<file path="src/rtl/asram_pkg.sv">
package asram_pkg;
    typedef enum logic [2:0] {
        ST_IDLE,
        ST_READ_WAIT,
        ST_WRITE_SETUP,
        ST_WRITE_PULSE,
        ST_WRITE_HOLD,
        ST_TURNAROUND
    } asram_state_e;
endpackage

</file>
<file path="src/rtl/asram_wait_timer.sv">
// Down-counter that sets the length of each strobe window in clock cycles.
module asram_wait_timer #(
    parameter int WAIT_CYCLES = 2
) (
    input  logic clk,
    input  logic rst,
    input  logic load_i,
    output logic done_o
);
    localparam int WAIT_EFF = (WAIT_CYCLES < 1) ? 1 : WAIT_CYCLES;
    localparam int CNT_W    = (WAIT_EFF < 2) ? 1 : $clog2(WAIT_EFF);
    localparam logic [CNT_W-1:0] LOAD_VAL = CNT_W'(WAIT_EFF - 1);

    logic [CNT_W-1:0] cnt_q;

    always_ff @(posedge clk) begin
        if (rst) begin
            cnt_q <= '0;
        end else if (load_i) begin
            cnt_q <= LOAD_VAL;
        end else if (cnt_q != '0) begin
            cnt_q <= cnt_q - 1'b1;
        end
    end

    assign done_o = (cnt_q == '0);
endmodule

</file>
<file path="src/rtl/asram_datapath.sv">
// Registers for the request address and write byte (held through the whole
// access) and for the returned read byte.
module asram_datapath #(
    parameter int ADDR_W = 16,
    parameter int DATA_W = 8
) (
    input  logic              clk,
    input  logic              rst,
    input  logic              accept_i,
    input  logic [ADDR_W-1:0] addr_i,
    input  logic [DATA_W-1:0] wdata_i,
    input  logic              capture_i,
    input  logic [DATA_W-1:0] mem_dq_i,
    output logic [ADDR_W-1:0] addr_q_o,
    output logic [DATA_W-1:0] wdata_q_o,
    output logic [DATA_W-1:0] rdata_q_o
);
    always_ff @(posedge clk) begin
        if (rst) begin
            addr_q_o  <= '0;
            wdata_q_o <= '0;
        end else if (accept_i) begin
            addr_q_o  <= addr_i;
            wdata_q_o <= wdata_i;
        end
    end

    always_ff @(posedge clk) begin
        if (rst) begin
            rdata_q_o <= '0;
        end else if (capture_i) begin
            rdata_q_o <= mem_dq_i;
        end
    end
endmodule

</file>
<file path="src/rtl/asram_ctrl.sv">
module asram_ctrl
    import asram_pkg::*;
#(
    parameter int ADDR_W      = 16,
    parameter int DATA_W      = 8,
    parameter int WAIT_CYCLES = 2
) (
    input  logic              clk,
    input  logic              rst,
    input  logic              req_i,
    input  logic              we_i,
    input  logic [ADDR_W-1:0] addr_i,
    input  logic [DATA_W-1:0] wdata_i,
    output logic              ready_o,
    output logic [DATA_W-1:0] rdata_o,
    output logic [ADDR_W-1:0] mem_addr_o,
    output logic              mem_ce1_n_o,
    output logic              mem_ce2_o,
    output logic              mem_oe_n_o,
    output logic              mem_we_n_o,
    output logic [DATA_W-1:0] mem_dq_o,
    output logic              mem_dq_oe_o,
    input  logic [DATA_W-1:0] mem_dq_i
);
    localparam int WAIT_EFF = (WAIT_CYCLES < 1) ? 1 : WAIT_CYCLES;

    asram_state_e state_q, state_d;
    logic accept, timer_load, timer_done, capture, ready_q;

    assign accept     = (state_q == ST_IDLE) && req_i;
    assign timer_load = (accept && !we_i) || (state_q == ST_WRITE_SETUP);
    assign capture    = (state_q == ST_READ_WAIT) && timer_done;

    asram_wait_timer #(.WAIT_CYCLES(WAIT_EFF)) u_timer (
        .clk    (clk),
        .rst    (rst),
        .load_i (timer_load),
        .done_o (timer_done)
    );

    asram_datapath #(.ADDR_W(ADDR_W), .DATA_W(DATA_W)) u_path (
        .clk       (clk),
        .rst       (rst),
        .accept_i  (accept),
        .addr_i    (addr_i),
        .wdata_i   (wdata_i),
        .capture_i (capture),
        .mem_dq_i  (mem_dq_i),
        .addr_q_o  (mem_addr_o),
        .wdata_q_o (mem_dq_o),
        .rdata_q_o (rdata_o)
    );

    // State register and ready pulse
    always_ff @(posedge clk) begin
        if (rst) begin
            state_q <= ST_IDLE;
            ready_q <= 1'b0;
        end else begin
            state_q <= state_d;
            ready_q <= capture || (state_q == ST_WRITE_HOLD);
        end
    end

    assign ready_o = ready_q;

    // Next-state logic
    always_comb begin
        state_d = state_q;
        unique case (state_q)
            ST_IDLE:        if (req_i) state_d = we_i ? ST_WRITE_SETUP : ST_READ_WAIT;
            ST_READ_WAIT:   if (timer_done) state_d = ST_TURNAROUND;
            ST_WRITE_SETUP: state_d = ST_WRITE_PULSE;
            ST_WRITE_PULSE: if (timer_done) state_d = ST_WRITE_HOLD;
            ST_WRITE_HOLD:  state_d = ST_IDLE;
            ST_TURNAROUND:  state_d = ST_IDLE;
            default:        state_d = ST_IDLE;
        endcase
    end

    // Strobe decode
    always_comb begin
        mem_ce1_n_o = 1'b1;
        mem_ce2_o   = 1'b0;
        mem_oe_n_o  = 1'b1;
        mem_we_n_o  = 1'b1;
        mem_dq_oe_o = 1'b0;
        unique case (state_q)
            ST_IDLE, ST_TURNAROUND: ;
            ST_READ_WAIT: begin
                mem_ce1_n_o = 1'b0;
                mem_ce2_o   = 1'b1;
                mem_oe_n_o  = 1'b0;
            end
            ST_WRITE_SETUP, ST_WRITE_HOLD: begin
                mem_ce1_n_o = 1'b0;
                mem_ce2_o   = 1'b1;
                mem_dq_oe_o = 1'b1;
            end
            ST_WRITE_PULSE: begin
                mem_ce1_n_o = 1'b0;
                mem_ce2_o   = 1'b1;
                mem_we_n_o  = 1'b0;
                mem_dq_oe_o = 1'b1;
            end
            default: ;
        endcase
    end

    // ---------------- assertions ----------------
    logic [15:0] we_low_cnt, oe_low_cnt;
    always_ff @(posedge clk) begin
        if (rst) begin
            we_low_cnt <= '0;
            oe_low_cnt <= '0;
        end else begin
            we_low_cnt <= mem_we_n_o ? 16'd0 : we_low_cnt + 16'd1;
            oe_low_cnt <= mem_oe_n_o ? 16'd0 : oe_low_cnt + 16'd1;
        end
    end

    assert_reset_standby_R1: assert property (@(posedge clk)
        rst |=> (mem_ce1_n_o && !mem_ce2_o && mem_oe_n_o && mem_we_n_o && !mem_dq_oe_o && !ready_o));

    assert_idle_deselect_R2: assert property (@(posedge clk) disable iff (rst)
        (mem_oe_n_o && !mem_dq_oe_o) |-> (mem_ce1_n_o && !mem_ce2_o));

    assert_read_width_R3: assert property (@(posedge clk) disable iff (rst)
        $rose(mem_oe_n_o) |-> (oe_low_cnt == 16'(WAIT_EFF)));

    assert_write_setup_R5: assert property (@(posedge clk) disable iff (rst)
        $fell(mem_we_n_o) |-> $past(!mem_ce1_n_o && mem_ce2_o && mem_dq_oe_o && mem_we_n_o));

    assert_write_width_R5: assert property (@(posedge clk) disable iff (rst)
        $rose(mem_we_n_o) |-> (we_low_cnt == 16'(WAIT_EFF)));

    assert_write_hold_R6: assert property (@(posedge clk) disable iff (rst)
        $rose(mem_we_n_o) |-> (!mem_ce1_n_o && mem_ce2_o && mem_dq_oe_o
                               && $stable(mem_addr_o) && $stable(mem_dq_o)));

    assert_bus_turnaround_R7: assert property (@(posedge clk) disable iff (rst)
        $rose(mem_dq_oe_o) |-> $past(mem_oe_n_o));

    assert_ready_single_R9: assert property (@(posedge clk) disable iff (rst)
        ready_o |=> !ready_o);

    assert_no_contention_R10: assert property (@(posedge clk) disable iff (rst)
        !(mem_dq_oe_o && !mem_oe_n_o));
endmodule

</file>
<file path="config.mk">
export PLATFORM = sky130hd
export DESIGN_NAME = asram_ctrl
export DESIGN_NICKNAME = d
export VERILOG_FILES = /design/src/rtl/asram_pkg.sv /design/src/rtl/asram_wait_timer.sv /design/src/rtl/asram_datapath.sv /design/src/rtl/asram_ctrl.sv
export SDC_FILE = /design/constraint.sdc
export NUM_CORES = 1
export LEC_CHECK = 0
export ABC_CLOCK_PERIOD_IN_PS = 4070
export BUFFER_PORTS_ARGS = -buffer_cell sky130_fd_sc_hd__buf_2
export CAP_MARGIN = 20
export CELL_PAD_IN_SITES_DETAIL_PLACEMENT = 1
export CELL_PAD_IN_SITES_GLOBAL_PLACEMENT = 1
export CORE_MARGIN = 4
export CORE_UTILIZATION = 35
export DETAILED_ROUTE_END_ITERATION = 7
export GPL_TIMING_DRIVEN = 0
export PLACE_DENSITY = 0.9
export RECOVER_POWER = 25
export SLEW_MARGIN = 10
export SYNTH_ARGS = -nofsm -noshare
export SYNTH_HDL_FRONTEND = slang
export SYNTH_HIERARCHICAL = 1
export SYNTH_SLANG_ARGS = --single-unit
</file>
<file path="constraint.sdc">
create_clock -name clk -period 4.07 [get_ports clk]
set_clock_uncertainty 0.15 [all_clocks]
set_input_delay 0.407 -clock clk [delete_from_list [all_inputs] [get_ports clk]]
set_output_delay 0.407 -clock clk [all_outputs]
set_load 0.03 [all_outputs]
</file>
**Word level (Yosys, flattened, before mapping)**

Index checks and enable logic that the tools add are counted.

- Reductions and logical operators: 10
- Bitwise gates (word level): 1
- $add $sub $neg: 1
- Equal/unequal tests: 7
- Muxes and demuxes: 12

Operator list:

| operator | number |
|---|---|
| one-hot mux 3 bit (4 select lines) | 1 |
| 2-to-1 mux 3 bit | 3 |
| 2-to-1 mux 1 bit | 7 |
| equality test 3 x 2 -> 1 bit (second input constant) | 2 |
| inequality test 2 bit (second input constant) | 3 |
| OR reduction 4 bit | 1 |
| equality test 3 x 1 -> 1 bit (second input constant) | 1 |
| equality test 3 bit (second input constant) | 1 |
| logical AND 1 bit | 3 |
| zero test 3 bit | 1 |
| AND reduction 3 bit | 1 |
| OR reduction 3 bit | 1 |
| logical OR 1 bit | 2 |
| 2-to-1 mux 2 bit | 1 |
| zero test 1 bit | 1 |
| NOT 1 bit | 1 |
| subtractor 1 bit (second input constant) | 1 |

- Bits of input ports: 36
- Flip-flop bits (word level): 37
- Logic and storage cells: 37
- Output and inout bits: 38

**Longest topological paths before layout**

Gate-level depths: netlist of the first run.

- Depth after elaboration: 5
- Mapped depth: 6
- Gate-level depth less buffers: 5

**Modules after synthesis**

The synthesis of the first run kept the hierarchy.

By module, submodules not included:

| module | cells an instance | times used | sequential area each (um^2) | area each (um^2) |
|---|---|---|---|---|
| asram_datapath | 103 | 1 | 640.6 | 1152.4 |
| asram_ctrl | 31 | 1 | 80.1 | 270.3 |
| asram_wait_timer | 3 | 1 | 20.0 | 37.5 |

**Least setup slack after synthesis of the first run**

Ideal clock, no wire load.

- Kind: reg-to-output
- Start: reg state_q[2]
- End: out mem_ce1_n_o
- Buffers on the path: 1
- Stages on the path, launching flop included: 4
- Arrival time: 1.149 ns
- Slack: 2.364 ns
- Required time: 3.513 ns
- Cell sequence: dfxtp_1 buf_6 or3b_4 and3_1

- Cells in the longest elaborated chain, start to end: 3
- Elaborated cells on any way between the ends: 6
- Classes of those cells: eq/ne: 4; mux: 1; reduce/logical: 1

RTL lines:

| element | RTL line | RTL |
|---|---|---|
| from (decl) | asram_ctrl.sv:27 | `asram_state_e state_q, state_d;` |
| from (signal assigned) | asram_ctrl.sv:60 | `state_q <= state_d;` |
| equality test 3 x 2 -> 1 bit, or another cell as far along | asram_ctrl.sv:88 | `unique case (state_q)` |
| OR reduction 4 bit (no source line) (*) | -- |  |
| 2-to-1 mux 1 bit (*) | asram_ctrl.sv:88 |  |
| to (decl) | asram_ctrl.sv:17 | `output logic mem_ce1_n_o,` |

Mark *: on every way between the ends. The rest lies on a longest branch, timed or not.

**Final worst setup path of the first run**

- Start: reg state_q[1]
- End: out mem_ce1_n_o

Same word-level chain as after synthesis.

==> impl_metrics.prom, run 1 <==
# TYPE chip_impl_metric gauge
chip_impl_metric{name="hold_slack",unit="ns"} 0.2047
chip_impl_info{name="setup.worst_path.end_class",value="output pin"} 1
chip_impl_metric{name="yosys.area_share.adder",unit=""} 0
chip_impl_metric{name="grt_max_degree",unit=""} 13
chip_impl_metric{name="dr_total_vias",unit=""} 1242
chip_impl_metric{name="finalHoldViolations",unit=""} 0
chip_impl_metric{name="power.density_cell_area",unit="mW/mm^2"} 455.3
chip_impl_metric{name="grt_use_total",unit=""} 0.1390
chip_impl_metric{name="numCtsBuffers",unit=""} 5
chip_impl_info{name="cp_cell_sequence",value="buf_6 > or3b_1 > and3_1 > buf_2"} 1
chip_impl_metric{name="totalWireLength",unit="microns"} 3549
chip_impl_metric{name="yosysSeqAreaShare",unit=""} 0.5073
chip_impl_metric{name="arrival",unit="ns"} 1.49
chip_impl_metric{name="fin_tns_setup",unit="ns"} 0
chip_impl_metric{name="first_global_vias",unit=""} 1259
chip_impl_metric{name="syn_area_per_cell",unit="sq um"} 10.66
chip_impl_metric{name="finish.cell_count_without_fillers",unit=""} 268
chip_impl_metric{name="grt_antenna_before_repair",unit=""} 0
chip_impl_metric{name="timing.critical_path.slowest_cell_delay",unit="ns"} 0.42
chip_impl_metric{name="dpl.hpwl",unit="microns"} 2750
chip_impl_info{name="min_from",value="mem_dq_i[5]"} 1
chip_impl_metric{name="design_power_total",unit="W"} 0.0008880
chip_impl_metric{name="netSwitchingFraction",unit=""} 0.3214
chip_impl_metric{name="global_route.overflow_total",unit=""} 0
chip_impl_metric{name="clock_slew_at_the_register_clock_pins_of_the_worst_setup_and_hold_paths",unit="ns"} 0.08
chip_impl_metric{name="synth_simple_gate_area_share",unit=""} 0.1654
chip_impl_metric{name="post_layout_utilization_of_the_core",unit=""} 0.4842
chip_impl_metric{name="maxSlewViolCount",unit=""} 0
chip_impl_info{name="grt_setup_unrepaired",value="false"} 1
chip_impl_info{name="status",value="finished, final reports clean"} 1
chip_impl_metric{name="maxCapViolations",unit=""} 0
chip_impl_metric{name="initial_core_utilization",unit=""} 0.3624
chip_impl_metric{name="ios",unit=""} 74
chip_impl_metric{name="synth.ff_latch_count",unit=""} 37
chip_impl_metric{name="cts_htree_levels",unit=""} 2
chip_impl_metric{name="first_pass_grt_wire_length",unit="microns"} 5699
chip_impl_metric{name="post_cts.repair.setup_buffers",unit=""} 0
chip_impl_metric{name="psw",unit="W"} 0.0002854
chip_impl_metric{name="fp.dieArea",unit="sq mm"} 0.005269
chip_impl_metric{name="synth-async-reset-ratio",unit=""} 0
chip_impl_metric{name="synthesis.nets",unit=""} 173
chip_impl_metric{name="wl_per_cell",unit="microns"} 13.24
chip_impl_metric{name="place.detailed.instances",unit=""} 260
chip_impl_metric{name="die_width",unit="microns"} 72.59
chip_impl_metric{name="max_slew_margin",unit=""} 0.7110
chip_impl_metric{name="syn_area",unit="sq mm"} 0.001460
chip_impl_metric{name="n_fill_cell",unit=""} 505
chip_impl_metric{name="post_synth_inst_count",unit=""} 137
chip_impl_metric{name="clock-sinks",unit=""} 37
chip_impl_info{name="combinational_family_with_the_most_area_after_synthesis",value="multiplexers"} 1
chip_impl_info{name="post_synth_main_area_contributors",value="dfxtp_1, mux2i_1, nor2_1"} 1
chip_impl_metric{name="gr-usage-met1",unit=""} 0.1578
chip_impl_info{name="root_buffer",value="clkbuf_8"} 1
chip_impl_metric{name="pwr-share-clk",unit=""} 0.279
chip_impl_metric{name="route.detailed.drc",unit=""} 0
chip_impl_info{name="crit_path_start",value="state_q[1]$_SDFFE_PP0P_"} 1
chip_impl_metric{name="std_cell_rows",unit=""} 23
chip_impl_metric{name="buffer_ports.inserted",unit=""} 73
chip_impl_metric{name="via_per_inst",unit=""} 4.634
chip_impl_info{name="hold_class",value="input port to flop"} 1
chip_impl_metric{name="internal-power",unit="W"} 0.0006027
chip_impl_metric{name="post_synth_mux_area_share",unit=""} 0.2194
chip_impl_metric{name="ys_warn_count",unit=""} 6
chip_impl_info{name="cts_tree",value="built"} 1
chip_impl_info{name="synth-main-ff-cell",value="dfxtp_1"} 1
chip_impl_metric{name="xor_and_xnor_area_share_after_synthesis",unit=""} 0
chip_impl_metric{name="tightest_slew",unit="ns"} 0.4275
chip_impl_info{name="synth_most_common_cell",value="dfxtp_1"} 1
chip_impl_metric{name="coreArea",unit="sq mm"} 0.004029
chip_impl_metric{name="area_share_of_the_largest_cell_type_after_synthesis",unit=""} 0.5073
chip_impl_info{name="synth_top_cell_by_area",value="dfxtp_1"} 1
chip_impl_metric{name="ctsHoldBuffers",unit=""} 0
chip_impl_metric{name="clk_path_buf_depth",unit=""} 2
chip_impl_metric{name="clock.fmax",unit="MHz"} 489.3
chip_impl_info{name="synth_commonest_cells",value="dfxtp_1, nor2_1, mux2i_1"} 1
chip_impl_metric{name="synth-edff-count",unit=""} 0
chip_impl_metric{name="clock_insertion_delay_worst_skew",unit="ns"} 0.28
chip_impl_metric{name="gp_congestion",unit=""} 0.7373
chip_impl_metric{name="power_leakage",unit="nW"} 0.9204
chip_impl_metric{name="drive_gt1_frac",unit=""} 0.3578
chip_impl_metric{name="timing.final.crit_period",unit="ns"} 2.044
chip_impl_metric{name="final_min_period_over_clock_period",unit=""} 0.5021
chip_impl_metric{name="cp.required",unit="ns"} 3.51
chip_impl_metric{name="final_antenna_net_count",unit=""} 0
chip_impl_metric{name="setup_violations",unit=""} 0
chip_impl_metric{name="finalNetCount",unit=""} 253
chip_impl_metric{name="cts_repair_resize_count",unit=""} 0
chip_impl_info{name="crit_slowest_cell",value="or3b_1"} 1
chip_impl_metric{name="first_iter_violations",unit=""} 48
chip_impl_metric{name="die-height",unit="microns"} 72.59
chip_impl_metric{name="firstDrtPassIters",unit=""} 4
chip_impl_info{name="busiest_layer",value="met2"} 1
chip_impl_metric{name="synth_cell_type_count",unit=""} 22
chip_impl_metric{name="power.share.combinational",unit=""} 0.264
chip_impl_metric{name="met3_usage",unit=""} 0.05096
chip_impl_info{name="critical_path.reg2reg.startpoint",value="state_q[0]$_SDFFE_PP0P_"} 1
chip_impl_metric{name="insertedDiodeCount",unit=""} 0
chip_impl_metric{name="ir_worst_vdd",unit="uV"} 224.6
chip_impl_metric{name="sequentialPowerShare",unit=""} 0.457
chip_impl_metric{name="fraction_of_met2_tracks_used_by_global_routing",unit=""} 0.2385
chip_impl_info{name="setup.worst_path.class",value="flop to output pin"} 1
chip_impl_info{name="start_kind",value="flop"} 1
chip_impl_metric{name="synth_compound_area_frac",unit=""} 0.03256
chip_impl_metric{name="area_growth_syn_to_layout",unit="%"} 33.59
chip_impl_metric{name="critPathMaxFanout",unit=""} 10
==> cell type report <==
class,count,area [sq um],share of cell area
repair buffers,73,349.1,0.1790
inverters,3,11.26,0.005773
well taps,50,62.56,0.03207
clock buffers,5,68.82,0.03528
plain buffers,10,97.59,0.05003
clock inverters,3,17.52,0.008980
multi-input cells,87,603.1,0.3092
flip-flops and latches,37,740.7,0.3797
==> routing by layer <==
layer,part of all wire,routed length (microns)
met5,0,0
met2,0.49,1744
met3,0.10,361
met1,0.40,1412
met4,0.0085,30
==> critical path: cells and delay by family (launching register included) <==
kind | cells | cell delay [ns]
flip-flops | 1 | 0.31
buffers and inverters | 2 | 0.30
AND/OR/NAND/NOR | 2 | 0.60
==> worst paths after layout <==
check                                endpoint  slack, ns  cells after the start
max                               mem_ce1_n_o       2.03                      4
min          u_path/rdata_q_o[5]$_SDFFE_PP0P_       0.20                      3
max reg2reg  u_path/addr_q_o[14]$_SDFFE_PP0P_       2.21                      6
min reg2reg  u_path/rdata_q_o[4]$_SDFFE_PP0P_       0.34                      2
==> state kept, by name (all words and copies together) (netlist names) <==
register / flops
u_path/addr_q_o: 16
u_path/rdata_q_o: 8
u_path/wdata_q_o: 8
state_q: 3
ready_o: 1
u_timer/cnt_q: 1
==> logic make-up after synthesis <==
group | after synthesis
buf+inv | 13
simple gates | 50
flops | 37
mux | 32
compound gates | 5
==> through the flow <==
| step | setup slack [ns] | instance area, sq um |
|---|---|---|
| finish | 2.026 | 1951 |
| global placement | 2.346 | 1888 |
| CTS | 2.012 | 1974 |
| global route | 1.983 | 1951 |
| detailed placement | 2.283 | 1888 |
| floorplan | 2.364 | 1460 |
==> power groups by stage <==
| stage | logic (W) | registers (W) | clock network (W) |
|---|---|---|---|
| after floorplan | 0.000121 | 0.000465 | 0 |
| after global placement | 0.000237 | 0.000412 | 0 |
| after detailed placement | 0.000242 | 0.000413 | 0 |
| after CTS | 0.000243 | 0.000406 | 0.000259 |
| after global routing | 0.000254 | 0.000410 | 0.000279 |
| final | 0.000235 | 0.000406 | 0.000248 |
==> placed cells by master, fill, tap and decap left out, drive strengths merged <==
master / count
and3: 2
nand3b: 3
clkinvlp: 1
inv: 3
nor4b: 1
dfxtp: 37
clkbuf: 21
a211oi: 3
clkinv: 2
nand2b: 3
a21bo: 1
a2111oi: 1
buf: 67
nor2: 34
nor2b: 1
mux2i: 32
nand2: 2
nand3: 1
or3b: 2
nor3: 1
Power figures use the tool's default switching activity.
==> run 2, diff against run 1 <==
Settings changed: ABC_CLOCK_PERIOD_IN_PS 4070 to 1650, CORE_UTILIZATION 35 to 29, PLACE_DENSITY 0.9 to 0.81.
Clock period 4.07 ns to 1.65 ns, I/O delays scaled along.
==> run 2 against run 1 <==
Worst hold slack lost 0.19 ns. Critical path type unchanged. Die area grew 18%. Highest routed layer unchanged. Largest power group unchanged. Cell area grew 20%. The run now ends with setup timing left.
==> impl_metrics.prom, run 2 (synthesis results as in run 1) <==
# TYPE chip_impl_metric gauge
chip_impl_metric{name="tightest_slew",unit="ns"} 0.4340
chip_impl_metric{name="timing.critical_path.slowest_cell_delay",unit="ns"} 0.41
chip_impl_metric{name="die-height",unit="microns"} 78.96
chip_impl_metric{name="sequentialPowerShare",unit=""} 0.445
chip_impl_metric{name="max_slew_margin",unit=""} 0.7107
chip_impl_metric{name="cts_htree_levels",unit=""} 2
chip_impl_metric{name="initial_core_utilization",unit=""} 0.3051
chip_impl_metric{name="power.share.combinational",unit=""} 0.308
chip_impl_metric{name="grt_antenna_before_repair",unit=""} 0
chip_impl_metric{name="pwr-share-clk",unit=""} 0.247
chip_impl_info{name="setup.worst_path.end_class",value="output pin"} 1
chip_impl_metric{name="grt_max_degree",unit=""} 11
chip_impl_info{name="grt_setup_unrepaired",value="true"} 1
chip_impl_metric{name="worstPathBufferInverterCount",unit=""} 2
chip_impl_metric{name="grt_use_total",unit=""} 0.1333
chip_impl_metric{name="hold_slack",unit="ns"} 0.01933
chip_impl_info{name="status",value="complete, but fails checks"} 1
chip_impl_metric{name="fin_tns_setup",unit="ns"} -0.1749
chip_impl_metric{name="first_global_vias",unit=""} 1415
chip_impl_metric{name="clock.fmax",unit="MHz"} 578.7
chip_impl_metric{name="final_antenna_net_count",unit=""} 0
chip_impl_metric{name="finalWorstSetupSlack",unit="ns"} -0.07789
chip_impl_metric{name="maxSlewViolCount",unit=""} 0
chip_impl_metric{name="firstDrtPassIters",unit=""} 4
chip_impl_metric{name="internal-power",unit="W"} 0.001562
chip_impl_metric{name="final_min_period_over_clock_period",unit=""} 1.047
chip_impl_metric{name="clock_slew_at_the_register_clock_pins_of_the_worst_setup_and_hold_paths",unit="ns"} 0.07
chip_impl_metric{name="critPathMaxFanout",unit=""} 4
chip_impl_info{name="largest_register",value="u_path/addr_q_o"} 1
chip_impl_info{name="cpLargestDelayFamily",value="simple AND/OR/NAND/NOR gates"} 1
chip_impl_info{name="mostFrequentLayoutCell",value="buf_2"} 1
chip_impl_metric{name="area_growth_syn_to_layout",unit="%"} 60.93
chip_impl_metric{name="totalWireLength",unit="microns"} 4089
chip_impl_metric{name="via_per_inst",unit=""} 4.267
chip_impl_info{name="cp_cell_sequence",value="buf_6 > or3b_4 > and3_4 > buf_6"} 1
chip_impl_metric{name="n_fill_cell",unit=""} 562
chip_impl_info{name="setup.worst_path.class",value="flop to output pin"} 1
chip_impl_info{name="critical-path-top-cell-by-count",value="buf_6"} 1
chip_impl_metric{name="finalNetCount",unit=""} 288
chip_impl_info{name="crit_slowest_cell",value="or3b_4"} 1
chip_impl_info{name="start_kind",value="flop"} 1
chip_impl_info{name="final_cell_mix",value="buf_2, dfxtp_1, nor2_1"} 1
chip_impl_metric{name="global_route.overflow_total",unit=""} 0
chip_impl_metric{name="buffer_ports.inserted",unit=""} 73
chip_impl_metric{name="numCtsBuffers",unit=""} 5
chip_impl_metric{name="first_iter_violations",unit=""} 24
chip_impl_metric{name="clock-sinks",unit=""} 37
chip_impl_metric{name="finalHoldViolations",unit=""} 0
chip_impl_metric{name="fp.dieArea",unit="sq mm"} 0.006234
chip_impl_info{name="cts_tree",value="built"} 1
chip_impl_metric{name="ir_worst_vdd",unit="uV"} 347.3
chip_impl_metric{name="ios",unit=""} 74
chip_impl_metric{name="dpl.hpwl",unit="microns"} 2736
chip_impl_metric{name="cp.required",unit="ns"} 1.33
chip_impl_metric{name="die_width",unit="microns"} 78.96
chip_impl_metric{name="insertedDiodeCount",unit=""} 0
chip_impl_metric{name="power_leakage",unit="nW"} 1.101
chip_impl_metric{name="first_pass_grt_wire_length",unit="microns"} 6451
chip_impl_metric{name="drive_gt1_frac",unit=""} 0.3586
chip_impl_info{name="largestRegisters",value="u_path/addr_q_o (16), u_path/rdata_q_o (8), u_path/wdata_q_o (8)"} 1
chip_impl_metric{name="dr_total_vias",unit=""} 1357
chip_impl_metric{name="psw",unit="W"} 0.0006881
chip_impl_info{name="hold_class",value="input port to flop"} 1
chip_impl_metric{name="timing.final.crit_period",unit="ns"} 1.728
chip_impl_metric{name="clk_path_buf_depth",unit=""} 2
chip_impl_metric{name="setup_violations",unit=""} 8
chip_impl_metric{name="clock_insertion_delay_worst_skew",unit="ns"} 0.27
chip_impl_metric{name="power.density_cell_area",unit="mW/mm^2"} 957.6
chip_impl_metric{name="gp_congestion",unit=""} 0.6783
chip_impl_info{name="root_buffer",value="clkbuf_8"} 1
chip_impl_metric{name="largest_register_ff_count",unit=""} 16
chip_impl_metric{name="route.detailed.drc",unit=""} 0
chip_impl_metric{name="std_cell_rows",unit=""} 25
chip_impl_metric{name="maxCapViolations",unit=""} 0
chip_impl_info{name="failing_checks",value="setup timing"} 1
chip_impl_metric{name="arrival",unit="ns"} 1.41
chip_impl_metric{name="wl_per_cell",unit="microns"} 12.86
chip_impl_metric{name="netSwitchingFraction",unit=""} 0.3058
chip_impl_metric{name="coreArea",unit="sq mm"} 0.004786
## run 2: power groups by stage
| stage | combinational [W] | sequential [W] | clock [W] |
|---|---|---|---|
| global placement | 0.000587 | 0.00102 | 0 |
| CTS | 0.000700 | 0.00100 | 0.000586 |
| global route | 0.000740 | 0.00101 | 0.000632 |
| floorplan | 0.000298 | 0.00115 | 0 |
| finish | 0.000692 | 0.00100 | 0.000557 |
| detailed placement | 0.000598 | 0.00102 | 0 |
## run 2: final cells by class
class	instances	area, sq um	area share
multi-input cells	87	623.1	0.2652
clock inverters	1	5.005	0.002130
flip-flops and latches	37	742.0	0.3158
clock buffers	5	68.82	0.02929
plain buffers	10	102.6	0.04366
repair buffers	108	713.2	0.3035
well taps	67	83.83	0.03568
inverters	3	11.26	0.004792
## run 2: worst register-to-register path: stages (launching register included)
cell     delay [ns]
dfxtp_2        0.32
buf_6          0.12
or3b_4         0.41
nor2_1         0.14
buf_6          0.17
mux2i_1        0.21
nor2_1         0.05
## run 2: timing repair
item | 4_1_cts | 5_1_grt
endpoints found under the hold margin | 31 | 0
endpoints found under the setup margin | 30 | 35
pin swaps | 2 | 0
setup buffers | 4 | 0
gates resized for setup | 11 | 0
hold buffers | 31 | 0
## run 2: final timing paths
| kind | from | endpoint | slack [ns] | cells after the start |
|---|---|---|---|---|
| setup reg to reg | state_q[2]$_SDFFE_PP0P_ | u_path/rdata_q_o[3]$_SDFFE_PP0P_ | -0.02 | 6 |
| hold reg to reg | u_path/addr_q_o[4]$_SDFFE_PP0P_ | u_path/addr_q_o[4]$_SDFFE_PP0P_ | 0.34 | 2 |
| hold / removal | wdata_i[6] | u_path/wdata_q_o[6]$_SDFFE_PP0P_ | 0.02 | 3 |
| setup / recovery | state_q[2]$_SDFFE_PP0P_ | mem_ce1_n_o | -0.08 | 4 |
## run 2: per-stage QoR
step | cells | worst slack (ns) | utilization | cell area (sq um) | power [W]
after floorplan | 137 | 0.009091 | - | 1460 | 0.001445
after global placement | 277 | -0.04544 | 0.3990 | 1909 | 0.001604
after detailed placement | 277 | -0.06771 | 0.3990 | 1909 | 0.001618
after CTS | 318 | -0.08241 | 0.4933 | 2361 | 0.002287
after global routing | 318 | -0.1275 | 0.4910 | 2350 | 0.002383
final | 318 | -0.07789 | 0.4910 | 2350 | 0.002250
## run 2: metal layers
metal / global-route usage / share of wire / vias up
li1: - / - / 683
met1: 0.1242 / 0.37 / 629
met5: 0 / 0 / -
met3: 0.04875 / 0.062 / 4
met4: 0.03608 / 0.0073 / 0
met2: 0.2683 / 0.56 / 41
